**src/rtl/tmr_chan_pkg.sv**
```systemverilog
package tmr_chan_pkg;

    localparam int CFG_BITS = 16;

    localparam int BIT_LEVEL  = 1;
    localparam int BIT_IRQEN  = 2;
    localparam int BIT_PERIOD = 3;
    localparam int BIT_SETVAL = 6;
    localparam int BIT_NARROW = 8;

    localparam logic [CFG_BITS-1:0] CFG_WR_MASK = 16'h3F4E;
    localparam logic [CFG_BITS-1:0] CFG_RO_ONES = 16'h0030;

    typedef struct packed {
        logic narrow;
        logic setval;
        logic periodic;
        logic irq_en;
        logic level;
    } chan_mode_t;

    typedef enum logic [1:0] {
        DEST_NONE,
        DEST_COMPARE,
        DEST_PERIOD
    } wr_dest_e;

    function automatic chan_mode_t decode_mode(input logic [CFG_BITS-1:0] c);
        chan_mode_t m;
        m.narrow   = c[BIT_NARROW];
        m.setval   = c[BIT_SETVAL];
        m.periodic = c[BIT_PERIOD];
        m.irq_en   = c[BIT_IRQEN];
        m.level    = c[BIT_LEVEL];
        return m;
    endfunction

    function automatic wr_dest_e route_write(input logic wr, input chan_mode_t m);
        if (!wr)
            return DEST_NONE;
        else if (!m.periodic || m.setval)
            return DEST_COMPARE;
        else
            return DEST_PERIOD;
    endfunction

endpackage

```
**src/rtl/tmr_chan_cfg.sv**
```systemverilog
module tmr_chan_cfg
    import tmr_chan_pkg::*;
(
    input  logic                clk,
    input  logic                rst,
    input  logic                cfg_wr,
    input  logic [CFG_BITS-1:0] cfg_wdata,
    input  logic                clr_setval,
    output logic [CFG_BITS-1:0] cfg_q,
    output chan_mode_t          mode_q,
    output chan_mode_t          mode_nx
);

    logic [CFG_BITS-1:0] cfg_d;

    always_comb begin
        cfg_d = cfg_q;
        if (cfg_wr)
            cfg_d = (cfg_wdata & CFG_WR_MASK) | (cfg_q & ~CFG_WR_MASK);
        if (clr_setval)
            cfg_d[BIT_SETVAL] = 1'b0;
    end

    always_ff @(posedge clk) begin
        if (rst)
            cfg_q <= CFG_RO_ONES;
        else
            cfg_q <= cfg_d;
    end

    assign mode_q  = decode_mode(cfg_q);
    assign mode_nx = decode_mode(cfg_d);

endmodule

```
**src/rtl/tmr_chan_cmp.sv**
```systemverilog
module tmr_chan_cmp
    import tmr_chan_pkg::*;
#(
    parameter int CNT_W    = 64,
    parameter int NARROW_W = 32
) (
    input  logic             clk,
    input  logic             rst,
    input  wr_dest_e         dest,
    input  logic [CNT_W-1:0] wdata,
    input  chan_mode_t       mode_q,
    input  chan_mode_t       mode_nx,
    input  logic             glb_en,
    input  logic             reached,
    output logic [CNT_W-1:0] cmp_q
);

    localparam logic [CNT_W-1:0] LOW_MASK = CNT_W'({NARROW_W{1'b1}});

    logic [CNT_W-1:0] per_q;
    logic [CNT_W-1:0] cmp_d;
    logic [CNT_W-1:0] per_d;
    logic [CNT_W-1:0] wdata_fit;
    logic             reload;

    assign wdata_fit = mode_nx.narrow ? (wdata & LOW_MASK) : wdata;
    assign reload    = glb_en && mode_q.periodic && (per_q != '0) && reached;

    always_comb begin
        cmp_d = cmp_q;
        per_d = per_q;
        unique case (dest)
            DEST_COMPARE: cmp_d = wdata_fit;
            DEST_PERIOD:  per_d = wdata_fit;
            default: begin
                if (reload)
                    cmp_d = cmp_q + per_q;
            end
        endcase
        if (mode_nx.narrow)
            cmp_d = cmp_d & LOW_MASK;
    end

    always_ff @(posedge clk) begin
        if (rst) begin
            cmp_q <= '1;
            per_q <= '0;
        end else begin
            cmp_q <= cmp_d;
            per_q <= per_d;
        end
    end

endmodule

```
**src/rtl/tmr_chan_match.sv**
```systemverilog
module tmr_chan_match
    import tmr_chan_pkg::*;
#(
    parameter int CNT_W    = 64,
    parameter int NARROW_W = 32
) (
    input  logic             clk,
    input  logic             rst,
    input  logic [CNT_W-1:0] counter,
    input  logic [CNT_W-1:0] cmp,
    input  chan_mode_t       mode_q,
    input  logic             glb_en,
    input  logic             cmp_written,
    output logic             reached,
    output logic             match,
    output logic             irq
);

    logic wide_reach;
    logic narrow_reach;
    logic armed_q;
    logic fire;

    assign wide_reach = (counter >= cmp);

    generate
        if (NARROW_W < CNT_W) begin : g_narrow
            logic [NARROW_W-1:0] diff;
            assign diff         = counter[NARROW_W-1:0] - cmp[NARROW_W-1:0];
            assign narrow_reach = ~diff[NARROW_W-1];
        end else begin : g_full
            assign narrow_reach = wide_reach;
        end
    endgenerate

    assign reached = mode_q.narrow ? narrow_reach : wide_reach;
    assign fire    = glb_en && reached && armed_q;

    always_ff @(posedge clk) begin
        if (rst) begin
            armed_q <= 1'b1;
            match   <= 1'b0;
            irq     <= 1'b0;
        end else begin
            if (cmp_written)
                armed_q <= 1'b1;
            else if (fire)
                armed_q <= 1'b0;
            else if (!reached)
                armed_q <= 1'b1;
            match <= fire;
            irq   <= fire && mode_q.irq_en;
        end
    end

endmodule

```
**src/rtl/tmr_chan.sv**
```systemverilog
module tmr_chan
    import tmr_chan_pkg::*;
#(
    parameter int CNT_W    = 64,
    parameter int NARROW_W = 32
) (
    input  logic                clk,
    input  logic                rst,
    input  logic [CNT_W-1:0]    counter_i,
    input  logic                glb_en_i,
    input  logic                cfg_wr_i,
    input  logic [CFG_BITS-1:0] cfg_wdata_i,
    input  logic                cmp_wr_i,
    input  logic [CNT_W-1:0]    cmp_wdata_i,
    output logic                match_o,
    output logic                irq_o,
    output logic [CFG_BITS-1:0] cfg_rd_o,
    output logic [CNT_W-1:0]    cmp_rd_o
);

    chan_mode_t       mode_q;
    chan_mode_t       mode_nx;
    wr_dest_e         dest;
    logic             reached;
    logic [CNT_W-1:0] cmp_q;

    assign dest = route_write(cmp_wr_i, mode_q);

    tmr_chan_cfg i_cfg (
        .clk        (clk),
        .rst        (rst),
        .cfg_wr     (cfg_wr_i),
        .cfg_wdata  (cfg_wdata_i),
        .clr_setval (cmp_wr_i),
        .cfg_q      (cfg_rd_o),
        .mode_q     (mode_q),
        .mode_nx    (mode_nx)
    );

    tmr_chan_cmp #(.CNT_W(CNT_W), .NARROW_W(NARROW_W)) i_cmp (
        .clk     (clk),
        .rst     (rst),
        .dest    (dest),
        .wdata   (cmp_wdata_i),
        .mode_q  (mode_q),
        .mode_nx (mode_nx),
        .glb_en  (glb_en_i),
        .reached (reached),
        .cmp_q   (cmp_q)
    );

    tmr_chan_match #(.CNT_W(CNT_W), .NARROW_W(NARROW_W)) i_match (
        .clk         (clk),
        .rst         (rst),
        .counter     (counter_i),
        .cmp         (cmp_q),
        .mode_q      (mode_q),
        .glb_en      (glb_en_i),
        .cmp_written (cmp_wr_i),
        .reached     (reached),
        .match       (match_o),
        .irq         (irq_o)
    );

    assign cmp_rd_o = cmp_q;

endmodule

```
**config.mk**
```make
export PLATFORM = sky130hd
export DESIGN_NAME = tmr_chan
export DESIGN_NICKNAME = d
export VERILOG_FILES = /design/src/rtl/tmr_chan_pkg.sv /design/src/rtl/tmr_chan_cfg.sv /design/src/rtl/tmr_chan_cmp.sv /design/src/rtl/tmr_chan_match.sv /design/src/rtl/tmr_chan.sv
export SDC_FILE = /design/constraint.sdc
export NUM_CORES = 1
export LEC_CHECK = 0
export BUFFER_PORTS_ARGS = -buffer_cell sky130_fd_sc_hd__buf_2
export CORE_AREA = 2 2 166 168
export DETAILED_ROUTE_END_ITERATION = 6
export DIE_AREA = 0 0 168 170
export HOLD_SLACK_MARGIN = 0.03
export SLEW_MARGIN = 20
export SYNTH_ARGS = -nofsm -noshare
export SYNTH_HDL_FRONTEND = slang
export SYNTH_SLANG_ARGS = --single-unit
```
**constraint.sdc**
```tcl
create_clock -name clk -period 8.4 [get_ports clk]
set_input_delay 0.84 -clock clk [delete_from_list [all_inputs] [get_ports clk]]
set_output_delay 0.84 -clock clk [all_outputs]
set_load 0.05 [all_outputs]
```
## Yosys cells after proc, flatten, opt, wreduce, memory -nomap -nowiden

Index checks and enable logic that the tools add are counted.

- Memory bits (read-only): 0
- Output and inout port bits: 82
- Bits in registers: 147
- Memories kept: 0
- Input bits: 149
- Word-level logic and storage cells: 40
- Bits in latches: 0
- RAM bits: 0

- Equal/unequal tests: 4
- Bitwise gates (word level): 2
- Multipliers: 0
- Order comparisons: 1
- $add $sub $neg: 2
- Div/mod/pow operators: 0
- Shifts and indexed selects: 0
- Reductions and logical operators: 12
- Multiplexer cells: 10

Operator list:

| kind | count |
|---|---|
| two-way mux 64 bit | 3 |
| case mux 64 bit (2 select lines) | 1 |
| adder 64 bit | 1 |
| >= comparator 64 bit | 1 |
| nonzero test 64 bit | 1 |
| subtractor 32 bit | 1 |
| bitwise OR 14 x 16 -> 16 bit | 1 |
| two-way mux 9 bit | 1 |
| logical AND 1 bit | 6 |
| two-way mux 2 bit | 2 |
| != test 2 x 1 -> 1 bit, second input constant | 2 |
| two-way mux 1 bit | 3 |
| nonzero test 3 bit | 1 |
| == test 2 x 1 -> 1 bit, second input constant | 1 |
| == test 2 bit, second input constant | 1 |
| AND reduction 2 bit | 1 |
| OR reduction 2 bit | 1 |
| logical NOT 1 bit | 1 |
| logical OR 1 bit | 1 |
| NOT 1 bit | 1 |

## Logic depth before layout (Yosys ltp)

Gate-level depths: netlist of run 1.

- Word-level depth: 7
- Gate-level depth with buffers: 15
- Mapped depth without buffers: 13

## Modules after synthesis

A second synthesis of run 1 with hierarchy kept.

- Cells, all modules: 1554
- Area, all modules: 11702.5 um2

By module, submodules not included:

| module | cells each | area each (um2) | times used | seq. area each (um2) |
|---|---|---|---|---|
| tmr_chan_cmp | 1241 | 9270.1 | 1 | 2562.5 |
| tmr_chan_match | 264 | 1905.6 | 1 | 60.1 |
| tmr_chan_cfg | 46 | 509.2 | 1 | 200.2 |
| tmr_chan | 3 | 17.5 | 1 | 0.0 |

## Worst setup path before layout of run 1

No wires, ideal clock.

- Kind: register -> register
- Start: register i_cmp.cmp_q[0]
- End: register i_cmp.cmp_q[62]
- Data arrival time: 3175 ps
- Period minus slack after synthesis: 3302 ps
- Cell stages (with the launch flop): 13
- Path slack: 5098 ps
- Path buffers: 0
- Path through: dfxtp_1 -> ha_1 -> fa_1 -> a211oi_1 -> o21ai_1 -> a21oi_2 -> o21bai_1 -> a31oi_1 -> o41ai_2 -> a21oi_1 -> o31a_1 -> nor4b_1 -> o41ai_2

- Longest elaborated chain between the ends: 6
- Elaborated cells on any way between the ends: 11
- Those cells by class: add/sub: 2; order compare: 1; mux: 4; bitwise: 1; reduce/logical: 3

RTL lines:

| what | line | text |
|---|---|---|
| start, declared | tmr_chan_cmp.sv:15 | `output logic [CNT_W-1:0] cmp_q` |
| start signal, assigned | tmr_chan_cmp.sv:49 | `cmp_q <= cmp_d;` |
| parallel branches: the longest is 6 deep, another holds adder 64 bit | - |  |

Several ways; the timed one is not identified. The select of a mux whose other input is x is not followed.
A chain may end at the register's enable or synchronous reset.

## Worst setup path after layout of run 1

- Start: input counter_i[61]
- End: register i_cmp.cmp_q[2]

- Longest elaborated chain between the ends: 6

RTL lines:

| what | line | text |
|---|---|---|
| start, declared | tmr_chan.sv:9 | `input logic [CNT_W-1:0] counter_i,` |
| >= comparator 64 bit | tmr_chan_match.sv:24 | `assign wide_reach = (counter >= cmp);` |
| two-way mux 1 bit | tmr_chan_match.sv:36 | `assign reached = mode_q.narrow ? narrow_reach : wide_reach;` |
| logical AND 1 bit | tmr_chan_cmp.sv:27 | `assign reload = glb_en && mode_q.periodic && (per_q != '0) && reached;` |
| two-way mux 64 bit | tmr_chan_cmp.sv:36 | `if (reload)` |
| case mux 64 bit (2 select lines) | tmr_chan_cmp.sv:32 | `unique case (dest)` |
| two-way mux 64 bit | tmr_chan_cmp.sv:40 | `if (mode_nx.narrow)` |

No other way between the ends. The select of a mux whose other input is x is not followed.

==> results of run 1 <==
-- worst max-delay path, delay by kind of cell --
kind,cells,cell delay (ps)
AO/OA/AOI/OAI,4,910
buffers and inverters,3,930
AND/OR/NAND/NOR,6,2500
adder cells (fa/ha/maj),1,290
-- per-layer routing --
layer | vias to the layer above | GRT usage | share of wire
met2 | 410 | 0.4098 | 0.45
met3 | 50 | 0.04023 | 0.065
met1 | 5270 | 0.3513 | 0.47
met5 | - | 0 | 0
met4 | 0 | 0.07410 | 0.023
li1 | 5426 | - | -
-- kinds of logic after synthesis --
logic type                 Yosys count  share of synthesized area
xor gates and xnor gates            60                    0.04861
other                                2                  0.0006947
AOI/OAI and AO/OA                  490                     0.2956
buffers and inverters              170                    0.06539
adders and majority gates          128                     0.1488
DFF                                141                     0.2611
muxes                               14                    0.01319
and+or+nand+nor                    390                     0.1666
-- worst max path at each step --
stage,from,slack (ps),end
after floorplan,i_cmp.cmp_q[0]$_SDFFE_PP1P_,5100,i_cmp.cmp_q[62]$_SDFFE_PP1P_
after global placement,counter_i[62],3080,i_cmp.cmp_q[2]$_SDFFE_PP1P_
after detailed placement,counter_i[61],2980,i_cmp.cmp_q[2]$_SDFFE_PP1P_
after CTS,counter_i[61],3400,i_cmp.cmp_q[2]$_SDFFE_PP1P_
after global routing,i_cmp.cmp_q[61]$_SDFFE_PP1P_,3010,i_cmp.cmp_q[2]$_SDFFE_PP1P_
final,counter_i[61],3280,i_cmp.cmp_q[2]$_SDFFE_PP1P_
-- where the power goes --
group	switching, mW	internal [mW]	leakage [nW]
clock network	0.310	0.533	0.318
logic	0.491	0.253	4.74
registers	0.0440	0.710	1.16
-- flip-flops by register name (all words and copies together), names as in the netlist --
register,count
i_match.armed_q,1
i_match.match,1
i_cmp.per_q,64
i_cfg.cfg_q,10
i_cmp.cmp_q,64
i_match.irq,1
-- cells in the mapped netlist (all sizes together) (20+ instances only) --
cell / number
a21oi: 154
nand2: 146
dfxtp: 141
ha: 127
nor2: 103
o21ai: 97
inv: 83
a21o: 59
clkbuf: 58
xnor2: 37
a22oi: 35
a221oi: 32
buf: 29
nand4: 28
xor2: 23
nand3: 21
nor3: 20
-- stage by stage --
stage	cells	setup WS [ps]
after floorplan	1399	5098
after global placement	1877	3080
after detailed placement	1877	2977
after CTS	1909	3395
after global routing	1911	3010
final	1911	3282
-- cell type report --
type	instances	area (um2)	area share
Timing Repair Buffer	224	1139	0.08992
Clock buffer	20	446.7	0.03528
Inverter	83	311.5	0.02460
Antenna cell	2	5.005	0.0003953
Sequential cell	141	2823	0.2229
Clock inverter	12	192.7	0.01522
Multi-Input combinational cell	1088	7318	0.5780
Tap cell	341	426.7	0.03370
==> metrics.md, run 1 <==
| Metric | Value |
|---|---|
| Run status | `complete, no violations` |
| Setup Total Neg Slack | `0 ps` |
| Effective utilization at floorplan | `0.4056` |
| Endpoint class of the critical path | `register` |
| Maximum clock insertion buffer count | `2` |
| Die area | `28560 um2` |
| Mean Syn Cell Area | `around 7.7 um2` |
| Worst slew pin tran | `1037 ps` |
| Worst Hold Endpoint | `i_cmp.per_q[5]$_SDFFE_PP0N_` |
| Highest net fanout along the worst path | `28` |
| Post-route minimum period | `between 5000 and 6000 ps` |
| Maximum level of the CTS H-tree | `4` |
| Max cap viols | `0` |
| Final hold violations | `0` |
| Total clock buffers created by CTS | `17` |
| Slowest cell on crit path | `sky130_fd_sc_hd__nor3_1` |
| Worst setup slack for register-to-register paths | `3300 ps` |
| Startpoint of the tightest hold check path | `i_cmp.per_q[5]$_SDFFE_PP0N_` |
| Peak supply drop | `~130 uV` |
| Detailed placer's ending HPWL | `28480 um` |
| Gate count after technology mapping | `1395` |
| Critical Path Source Type | `input port` |
| Cell type with the largest total area after synthesis | `sky130_fd_sc_hd__dfxtp_1` |
| Count of cell types in the netlist | `76` |
| Post-synthesis cell area | `10810 um2` |
| End-of-flow core utilization | `0.4751` |
| Final nets | `1832` |
| Layout Area Growth over Synthesis | `17.13%` |
| Cell breakdown of the critical path | `buf_2, ha_1, nand4_1, nor3_1, o21ai_0, nor3_1, o21ai_0, a32oi_1, and3_2, buf_4, or2_1, buf_4, o221ai_1, nand2b_1` |
| Flip-flop and latch count after synthesis | `~140` |
| Final cycle utilization of the critical path | `0.6093` |
| Highest-count cells in the layout ignoring fill and taps | `217 x sky130_fd_sc_hd__buf_2, 149 x sky130_fd_sc_hd__a21oi_1, 145 x sky130_fd_sc_hd__nand2_1, 141 x sky130_fd_sc_hd__dfxtp_1, 127 x sky130_fd_sc_hd__ha_1` |
| Worst-Skew Late Latency | `about 430 ps` |
| FP Rows | `60` |
| Synth async-reset ratio | `0` |
| Maximum operating frequency | `195.4 MHz` |
| Initial antenna violation count | `2` |
| TritonCTS clock tree | `done` |
| Clk Tree Root Cell | `sky130_fd_sc_hd__clkbuf_16` |
| Worst r2r dst | `i_cmp.cmp_q[2]$_SDFFE_PP1P_` |
| Static leakage | `6.217 nW` |
| Min Hold Slack | `478.6 ps` |
| Count of boundary I/O pins | `231` |
| Floorplan core area | `about 27000 um2` |
| Weighted congestion reported at the end of routability-driven placement | `0.9452` |
| Via density | `5.838` |
| Area fraction of the dominant cell type after synthesis | `0.2611` |
| Cell area after placement | `12020 um2` |
| Vias in the first global route | `10350` |
| Post-CTS Resized | `0` |
| Mean routed wirelength per cell | `19.38 um` |
| Post-route ant nets | `0` |
| Count of fill cells added during filler insertion | `2713` |
| Pwr/cell area | `184.9 nW/um2` |
| Total grt overflow | `0` |
| Yosys warning total | `0` |
| Most instantiated flip-flop cell in the synthesis netlist | `sky130_fd_sc_hd__dfxtp_1` |
| Setup repair bufs after CTS | `0` |
| Clock slew at reported path FFs | `approximately 60 ps` |
| Worst flop-to-flop path startpoint | `i_cmp.cmp_q[61]$_SDFFE_PP1P_` |
| Number of violations reported at the end of detailed-routing iteration 0 | `a little under 900` |
| CP max stage delay | `650 ps` |
| Clock Sink Count | `141` |
| Number of cells on the worst hold path | `2` |
| Most frequent standard cell in the layout excluding fill and tap cells | `sky130_fd_sc_hd__buf_2` |
| Combined global-route utilization of all metal layers | `0.2544` |
| Arrival time of the worst setup path | `approximately 5500 ps` |
| Hold crit path type | `register to register` |
| Max-slew violation count | `0` |
| Sequential-to-total area share from yosys stat | `0.2611` |
| First-pass GRT wire length | `between 50000 and 60000 um` |
| Maximum number of pins on one net before global-route repair | `84` |
| Final count of negative-setup-slack endpoints | `0` |
| Final standard cell area without fillers | `12660 um2` |
| Final worst clock skew | `10.30 ps` |
| Share of cells above drive strength 1 | `0.1818` |
| Die Height | `170 um` |
| Worst r2r path cells | `14` |
| DRT Pass-1 Iters | `5` |
| Critical path data required time | `between 8000 and 9000 ps` |
| Overall routed net length | `37040 um` |
| Hold Buf Count CTS | `0` |
| Die W | `168 um` |
| Power after layout | `2.341 mW` |
| Setup repair after global routing missed its margin | `false` |
| DRC violation count after routing | `0` |
| Top cells by area in the synthesized netlist | `sky130_fd_sc_hd__dfxtp_1 26%, sky130_fd_sc_hd__ha_1 15%, sky130_fd_sc_hd__a21oi_1 6.9%` |
| Max-slew headroom at the worst pin | `0.3079` |
| Setup Crit Path Kind | `input port to register` |
| IO buf count | `218` |
| Number of flops mapped to enable cells by yosys | `0` |
| Routed vias | `around 11000` |
(Power assumes the default switching activity.)
==> run 2, diff against run 1 <==
==> constraint.sdc (replaced) <==
create_clock -name clk -period 5.11 [get_ports clk]
set_input_delay 0.511 -clock clk [delete_from_list [all_inputs] [get_ports clk]]
set_output_delay 0.511 -clock clk [all_outputs]
set_load 0.05 [all_outputs]
==> metrics.md, run 2 (same netlist as run 1, synthesis figures left out) <==
| Metric | Value |
|---|---|
| Run status | `complete, no violations` |
| Clock power frac | `0.349` |
| WP buf/inv | `0` |
| Post-route setup slack | `965.2 ps` |
| Hold crit path type | `input port to register` |
| Pwr/cell area | `around 300 nW/um2` |
| Maximum clock insertion buffer count | `2` |
| Worst slew pin tran | `about 1100 ps` |
| Floorplan core area | `26650 um2` |
| DRT Pass-1 Iters | `7` |
| CP max stage delay | `around 430 ps` |
| Post-route ant nets | `0` |
| Power after layout | `3.773 mW` |
| Max cap viols | `0` |
| Overall routed net length | `36570 um` |
| Post-CTS Resized | `0` |
| Critical path data required time | `5390 ps` |
| Setup Slack @ Placement | `around 960 ps` |
| Via density | `between 5 and 6` |
| Final hold violations | `0` |
| Cell internal power dissipation | `between 2 and 2.5 mW` |
| Number of violations reported at the end of detailed-routing iteration 0 | `751` |
| Die Height | `170 um` |
| Maximum operating frequency | `241.3 MHz` |
| Max-slew headroom at the worst pin | `0.2917` |
| Arrival time of the worst setup path | `4430 ps` |
| Number of cells on the worst hold path | `3` |
| Layout Area Growth over Synthesis | `17.22%` |
| FP Rows | `60` |
| Max-slew violation count | `0` |
| Most used cell along the critical path | `sky130_fd_sc_hd__o21ai_1` |
| First-pass GRT wire length | `55800 um` |
| Setup repair bufs after CTS | `0` |
| Setup repair after global routing missed its margin | `false` |
| Vias in the first global route | `10270` |
| Peak supply drop | `193.2 uV` |
| Cell breakdown of the critical path | `ha_1, fa_1, a211oi_1, o21ai_1, a21oi_2, o211ai_1, a21boi_1, o21ai_1, a21oi_1, o21ai_1, a21boi_0, xor2_1, o221ai_1` |
| Final worst clock skew | `12.10 ps` |
| Die W | `168 um` |
| Sequential cell fraction of total power | `0.329` |
| Initial antenna violation count | `1` |
| Routed vias | `11050` |
| DRC violation count after routing | `0` |
| Final cycle utilization of the critical path | `0.8111` |
| Worst-Skew Late Latency | `440 ps` |
| Share of cells above drive strength 1 | `0.1838` |
| Endpoint class of the critical path | `register` |
| Mean routed wirelength per cell | `19.10 um` |
| Hold Buf Count CTS | `0` |
| Maximum number of pins on one net before global-route repair | `83` |
| Clk Tree Root Cell | `sky130_fd_sc_hd__clkbuf_16` |
| Clock slew at reported path FFs | `around 60 ps` |
| Effective utilization at floorplan | `0.4056` |
| Share of total power consumed by net switching | `0.3666` |
| Setup Crit Path Kind | `register to register` |
| Combinational Power Share | `0.323` |
| Count of boundary I/O pins | `approximately 230` |
| TritonCTS clock tree | `done` |
| Largest registers | `i_cmp.cmp_q x64, i_cmp.per_q x64, i_cfg.cfg_q x10` |
| Final nets | `1836` |
| Clock Sink Count | `141` |
| IO buf count | `roughly 220` |
| Detailed placer's ending HPWL | `28130 um` |
| Total grt overflow | `0` |
| Reported net switching power | `about 1.4 mW` |
| Total clock buffers created by CTS | `17` |
| Final count of negative-setup-slack endpoints | `0` |
| Weighted congestion reported at the end of routability-driven placement | `between 0.9 and 1` |
| Die area | `28560 um2` |
| Count of cell instances traversed by the critical path | `13` |
| Combined global-route utilization of all metal layers | `0.2487` |
| Worst r2r path cells | `13` |
| Static leakage | `6.216 nW` |
| Maximum level of the CTS H-tree | `4` |
| Highest net fanout along the worst path | `5` |
| Post-route minimum period | `approximately 4100 ps` |
| Slowest cell on crit path | `sky130_fd_sc_hd__fa_1` |
| Most frequent standard cell in the layout excluding fill and tap cells | `sky130_fd_sc_hd__buf_2` |
| Critical Path Source Type | `register` |
| Highest-count cells in the layout ignoring fill and taps | `217 x sky130_fd_sc_hd__buf_2, 149 x sky130_fd_sc_hd__a21oi_1, 145 x sky130_fd_sc_hd__nand2_1, 141 x sky130_fd_sc_hd__dfxtp_1, 127 x sky130_fd_sc_hd__ha_1` |
| Kind of cell with the highest combined delay on the critical path | `compound AO/OA/AOI/OAI gates` |
| Setup Total Neg Slack | `0 ps` |
==> run 2: changes by cell type in the layout (fill, tap and decap cells not counted) <==
cell	change
sky130_fd_sc_hd__bufinv_16	-2
sky130_fd_sc_hd__clkinv_2	-2
sky130_fd_sc_hd__buf_4	+3
sky130_fd_sc_hd__or2_2	+1
sky130_fd_sc_hd__clkbuf_8	+2
sky130_fd_sc_hd__buf_12	+1
sky130_fd_sc_hd__or2_4	-1
sky130_fd_sc_hd__diode_2	-1
sky130_fd_sc_hd__clkinvlp_4	+2
==> run 2: layout make-up <==
cell class | count | area (um2)
diodes | 1 | 2.502
clock buffers | 22 | 474.2
clock inverters | 10 | 137.6
fillers | 2681 | 13980
inverters | 83 | 311.5
multi-input cells | 1088 | 7316
flip-flops and latches | 141 | 2823
well taps | 341 | 426.7
repair buffers | 228 | 1181
==> run 2: through the flow <==
stage / util / cell area, um2 / hold WS [ps] / cells
finish: 0.4755 / 12670 / 303.3 / 1914
floorplan: - / 10830 / 428.5 / 1399
CTS: 0.4754 / 12670 / 287.6 / 1913
global placement: 0.4524 / 12060 / 449.0 / 1881
detailed placement: 0.4524 / 12060 / 465.2 / 1881
global route: 0.4755 / 12670 / 313.3 / 1914
==> run 2: power groups by stage <==
| stage | clock network, mW | registers [mW] | logic, mW |
|---|---|---|---|
| CTS | 1.33 | 1.24 | 1.21 |
| global placement | 0 | 1.26 | 1.20 |
| detailed placement | 0 | 1.26 | 1.21 |
| finish | 1.32 | 1.24 | 1.22 |
| floorplan | 0 | 1.42 | 0.705 |
| global route | 1.38 | 1.25 | 1.34 |
==> run 2: worst paths after layout <==
| path | to | start | slack [ps] |
|---|---|---|---|
| min | i_cmp.cmp_q[58]$_SDFFE_PP1P_ | cmp_wdata_i[58] | 300 |
| min reg2reg | i_cmp.per_q[3]$_SDFFE_PP0N_ | i_cmp.per_q[3]$_SDFFE_PP0N_ | 480 |
| max reg2reg | i_cmp.cmp_q[52]$_SDFFE_PP1P_ | i_cmp.cmp_q[0]$_SDFFE_PP1P_ | 970 |
| max | i_cmp.cmp_q[52]$_SDFFE_PP1P_ | i_cmp.cmp_q[0]$_SDFFE_PP1P_ | 970 |
==> run 2: worst reg2reg max path: stages (launching register included) <==
cell,delay [ps]
sky130_fd_sc_hd__dfxtp_1,370
sky130_fd_sc_hd__ha_1,260
sky130_fd_sc_hd__fa_1,430
sky130_fd_sc_hd__a211oi_1,380
sky130_fd_sc_hd__o21ai_1,140
sky130_fd_sc_hd__a21oi_2,320
sky130_fd_sc_hd__o211ai_1,270
sky130_fd_sc_hd__a21boi_1,330
sky130_fd_sc_hd__o21ai_1,220
sky130_fd_sc_hd__a21oi_1,430
sky130_fd_sc_hd__o21ai_1,220
sky130_fd_sc_hd__a21boi_0,320
sky130_fd_sc_hd__xor2_1,200
sky130_fd_sc_hd__o221ai_1,120
==> run 2: per-layer routing <==
metal	vias to the layer above	global-route usage	share of wire
met1	5167	0.3353	0.47
met2	411	0.4105	0.45
li1	5426	-	-
met3	42	0.04140	0.065
met4	0	0.07032	0.017
met5	-	0	0
==> run 3, diff against run 2 <==
==> constraint.sdc (replaced) <==
create_clock -name clk -period 4.1 [get_ports clk]
set_input_delay 0.41 -clock clk [delete_from_list [all_inputs] [get_ports clk]]
set_output_delay 0.41 -clock clk [all_outputs]
set_load 0.05 [all_outputs]
==> metrics.md, run 3 (same netlist as run 1, synthesis figures left out) <==
| Metric | Value |
|---|---|
| Run status | `complete, no violations` |
| Endpoint class of the critical path | `register` |
| IO buf count | `218` |
| DRT Pass-1 Iters | `5` |
| Hold Buf Count CTS | `0` |
| Power after layout | `4.601 mW` |
| Max cap viols | `0` |
| Static leakage | `6.307 nW` |
| Setup Total Neg Slack | `0 ps` |
| Vias in the first global route | `roughly 10000` |
| Setup repair bufs after CTS | `0` |
| Maximum level of the CTS H-tree | `4` |
| Arrival time of the worst setup path | `4010 ps` |
| Final nets | `~1900` |
| DRC violation count after routing | `0` |
| Final hold violations | `0` |
| Worst slew pin tran | `1026 ps` |
| Layout Area Growth over Synthesis | `18.54%` |
| Die area | `28560 um2` |
| Worst-Skew Late Latency | `roughly 430 ps` |
| Total grt overflow | `0` |
| Share of cells above drive strength 1 | `0.1941` |
| Final cycle utilization of the critical path | `0.9048` |
| Die Height | `170 um` |
| Count of boundary I/O pins | `roughly 230` |
| Combined global-route utilization of all metal layers | `0.2582` |
| Final count of negative-setup-slack endpoints | `0` |
| Highest-count cells in the layout ignoring fill and taps | `217 x sky130_fd_sc_hd__buf_2, 149 x sky130_fd_sc_hd__a21oi_1, 145 x sky130_fd_sc_hd__nand2_1, 141 x sky130_fd_sc_hd__dfxtp_1, 127 x sky130_fd_sc_hd__ha_1` |
| Maximum number of pins on one net before global-route repair | `77` |
| Most frequent standard cell in the layout excluding fill and tap cells | `sky130_fd_sc_hd__buf_2` |
| Hold crit path type | `input port to register` |
| TritonCTS clock tree | `done` |
| Peak supply drop | `209.2 uV` |
| Max-slew headroom at the worst pin | `0.3153` |
| Initial antenna violation count | `1` |
| Maximum clock insertion buffer count | `2` |
| Clock slew at reported path FFs | `60 ps` |
| Pwr/cell area | `around 360 nW/um2` |
| Mean routed wirelength per cell | `19.26 um` |
| Highest net fanout along the worst path | `5` |
| FP Rows | `60` |
| Post-CTS Resized | `0` |
| Via density | `5.778` |
| Routed vias | `11180` |
| Crit path launch | `i_cmp.cmp_q[25]$_SDFFE_PP1P_` |
| Clk Tree Root Cell | `sky130_fd_sc_hd__clkbuf_16` |
| Worst r2r path cells | `16` |
| First-pass GRT wire length | `57700 um` |
| Worst setup slack for register-to-register paths | `390 ps` |
| Detailed placer's ending HPWL | `just under 30000 um` |
| Worst r2r dst | `i_cmp.cmp_q[49]$_SDFFE_PP1P_` |
| Final worst clock skew | `9.934 ps` |
| Critical path data required time | `between 4000 and 5000 ps` |
| Setup repair after global routing missed its margin | `false` |
| Post-route ant nets | `0` |
| Die W | `168 um` |
| Max-slew violation count | `0` |
| Setup Crit Path Kind | `register to register` |
| Effective utilization at floorplan | `0.4056` |
| Floorplan core area | `26650 um2` |
| Weighted congestion reported at the end of routability-driven placement | `0.9231` |
| Capture point of the critical path | `i_cmp.cmp_q[49]$_SDFFE_PP1P_` |
| Post-route minimum period | `3710 ps` |
| Number of violations reported at the end of detailed-routing iteration 0 | `723` |
| Total clock buffers created by CTS | `17` |
| Clock Sink Count | `141` |
| Largest registers | `i_cmp.cmp_q x64, i_cmp.per_q x64, i_cfg.cfg_q x10` |
| Overall routed net length | `37250 um` |
| Critical Path Source Type | `register` |
| Maximum operating frequency | `269.6 MHz` |
| Worst flop-to-flop path startpoint | `i_cmp.cmp_q[25]$_SDFFE_PP1P_` |
run 3: worst min-delay path by stage:
stage / from / endpoint / slack (ps) / cells past startpoint
2_1_floorplan: i_match.armed_q$_SDFFE_PP1P_ / i_match.armed_q$_SDFFE_PP1P_ / 430 / 2
3_3_place_gp: i_match.armed_q$_SDFFE_PP1P_ / i_match.armed_q$_SDFFE_PP1P_ / 450 / 2
3_5_place_dp: i_match.armed_q$_SDFFE_PP1P_ / i_match.armed_q$_SDFFE_PP1P_ / 470 / 2
4_1_cts: cmp_wdata_i[55] / i_cmp.cmp_q[55]$_SDFFE_PP1P_ / 210 / 3
5_1_grt: cmp_wdata_i[54] / i_cmp.cmp_q[54]$_SDFFE_PP1P_ / 210 / 3
6_report: cfg_wdata_i[3] / i_cfg.cfg_q[3]$_SDFFE_PP0P_ / 220 / 3
run 3: final cells by class:
cell class | count | area, um2
sequential | 141 | 2823
inverter | 83 | 311.5
fill | 2669 | 13840
clock buffer | 21 | 460.4
tap | 341 | 426.7
timing repair buffer | 248 | 1381
multi-input combinational | 1088 | 7316
antenna | 1 | 2.502
clock inverter | 11 | 93.84
run 3: power by group:
group	switching [mW]	total (mW)	leakage (nW)	internal [mW]
Combinational	1.02	1.56	4.87	0.540
Sequential	0.0875	1.54	1.16	1.45
Clock	0.638	1.50	0.276	0.863
Total	1.74	4.60	6.31	2.86
run 3: worst max-delay path: stages (launching register included):
cell and delay (ps):
sky130_fd_sc_hd__dfxtp_1 380, sky130_fd_sc_hd__inv_1 70, sky130_fd_sc_hd__ha_1 290, sky130_fd_sc_hd__a21oi_1 150
sky130_fd_sc_hd__o221ai_1 130, sky130_fd_sc_hd__a221oi_1 570, sky130_fd_sc_hd__o21ai_0 190, sky130_fd_sc_hd__a21o_1 210
sky130_fd_sc_hd__o21ai_0 190, sky130_fd_sc_hd__a32oi_1 160, sky130_fd_sc_hd__and3_2 290, sky130_fd_sc_hd__buf_12 140
sky130_fd_sc_hd__and2_1 190, sky130_fd_sc_hd__buf_12 150, sky130_fd_sc_hd__buf_4 130, sky130_fd_sc_hd__a221oi_1 220
sky130_fd_sc_hd__o21ai_1 110
run 3: per-layer routing:
| metal | wire length (um) | vias up | global-route usage |
|---|---|---|---|
| li1 | - | 5465 | - |
| met1 | 17270 | 5222 | 0.3554 |
| met2 | 16620 | 438 | 0.4112 |
| met3 | 2429 | 50 | 0.04093 |
| met4 | 927 | 0 | 0.08809 |
| met5 | 0 | - | 0 |
run 3: stage by stage:
step,utilization,std cells,area (um2),setup WS [ps],hold WS [ps]
2_1_floorplan,-,1399,10830,798.1,428.5
3_3_place_gp,0.4600,1901,12260,459.7,450.7
3_5_place_dp,0.4600,1901,12260,396.2,467.6
4_1_cts,0.4808,1933,12810,442.5,205.7
5_1_grt,0.4808,1934,12810,142.2,214.7
6_report,0.4808,1934,12810,390.4,219.0
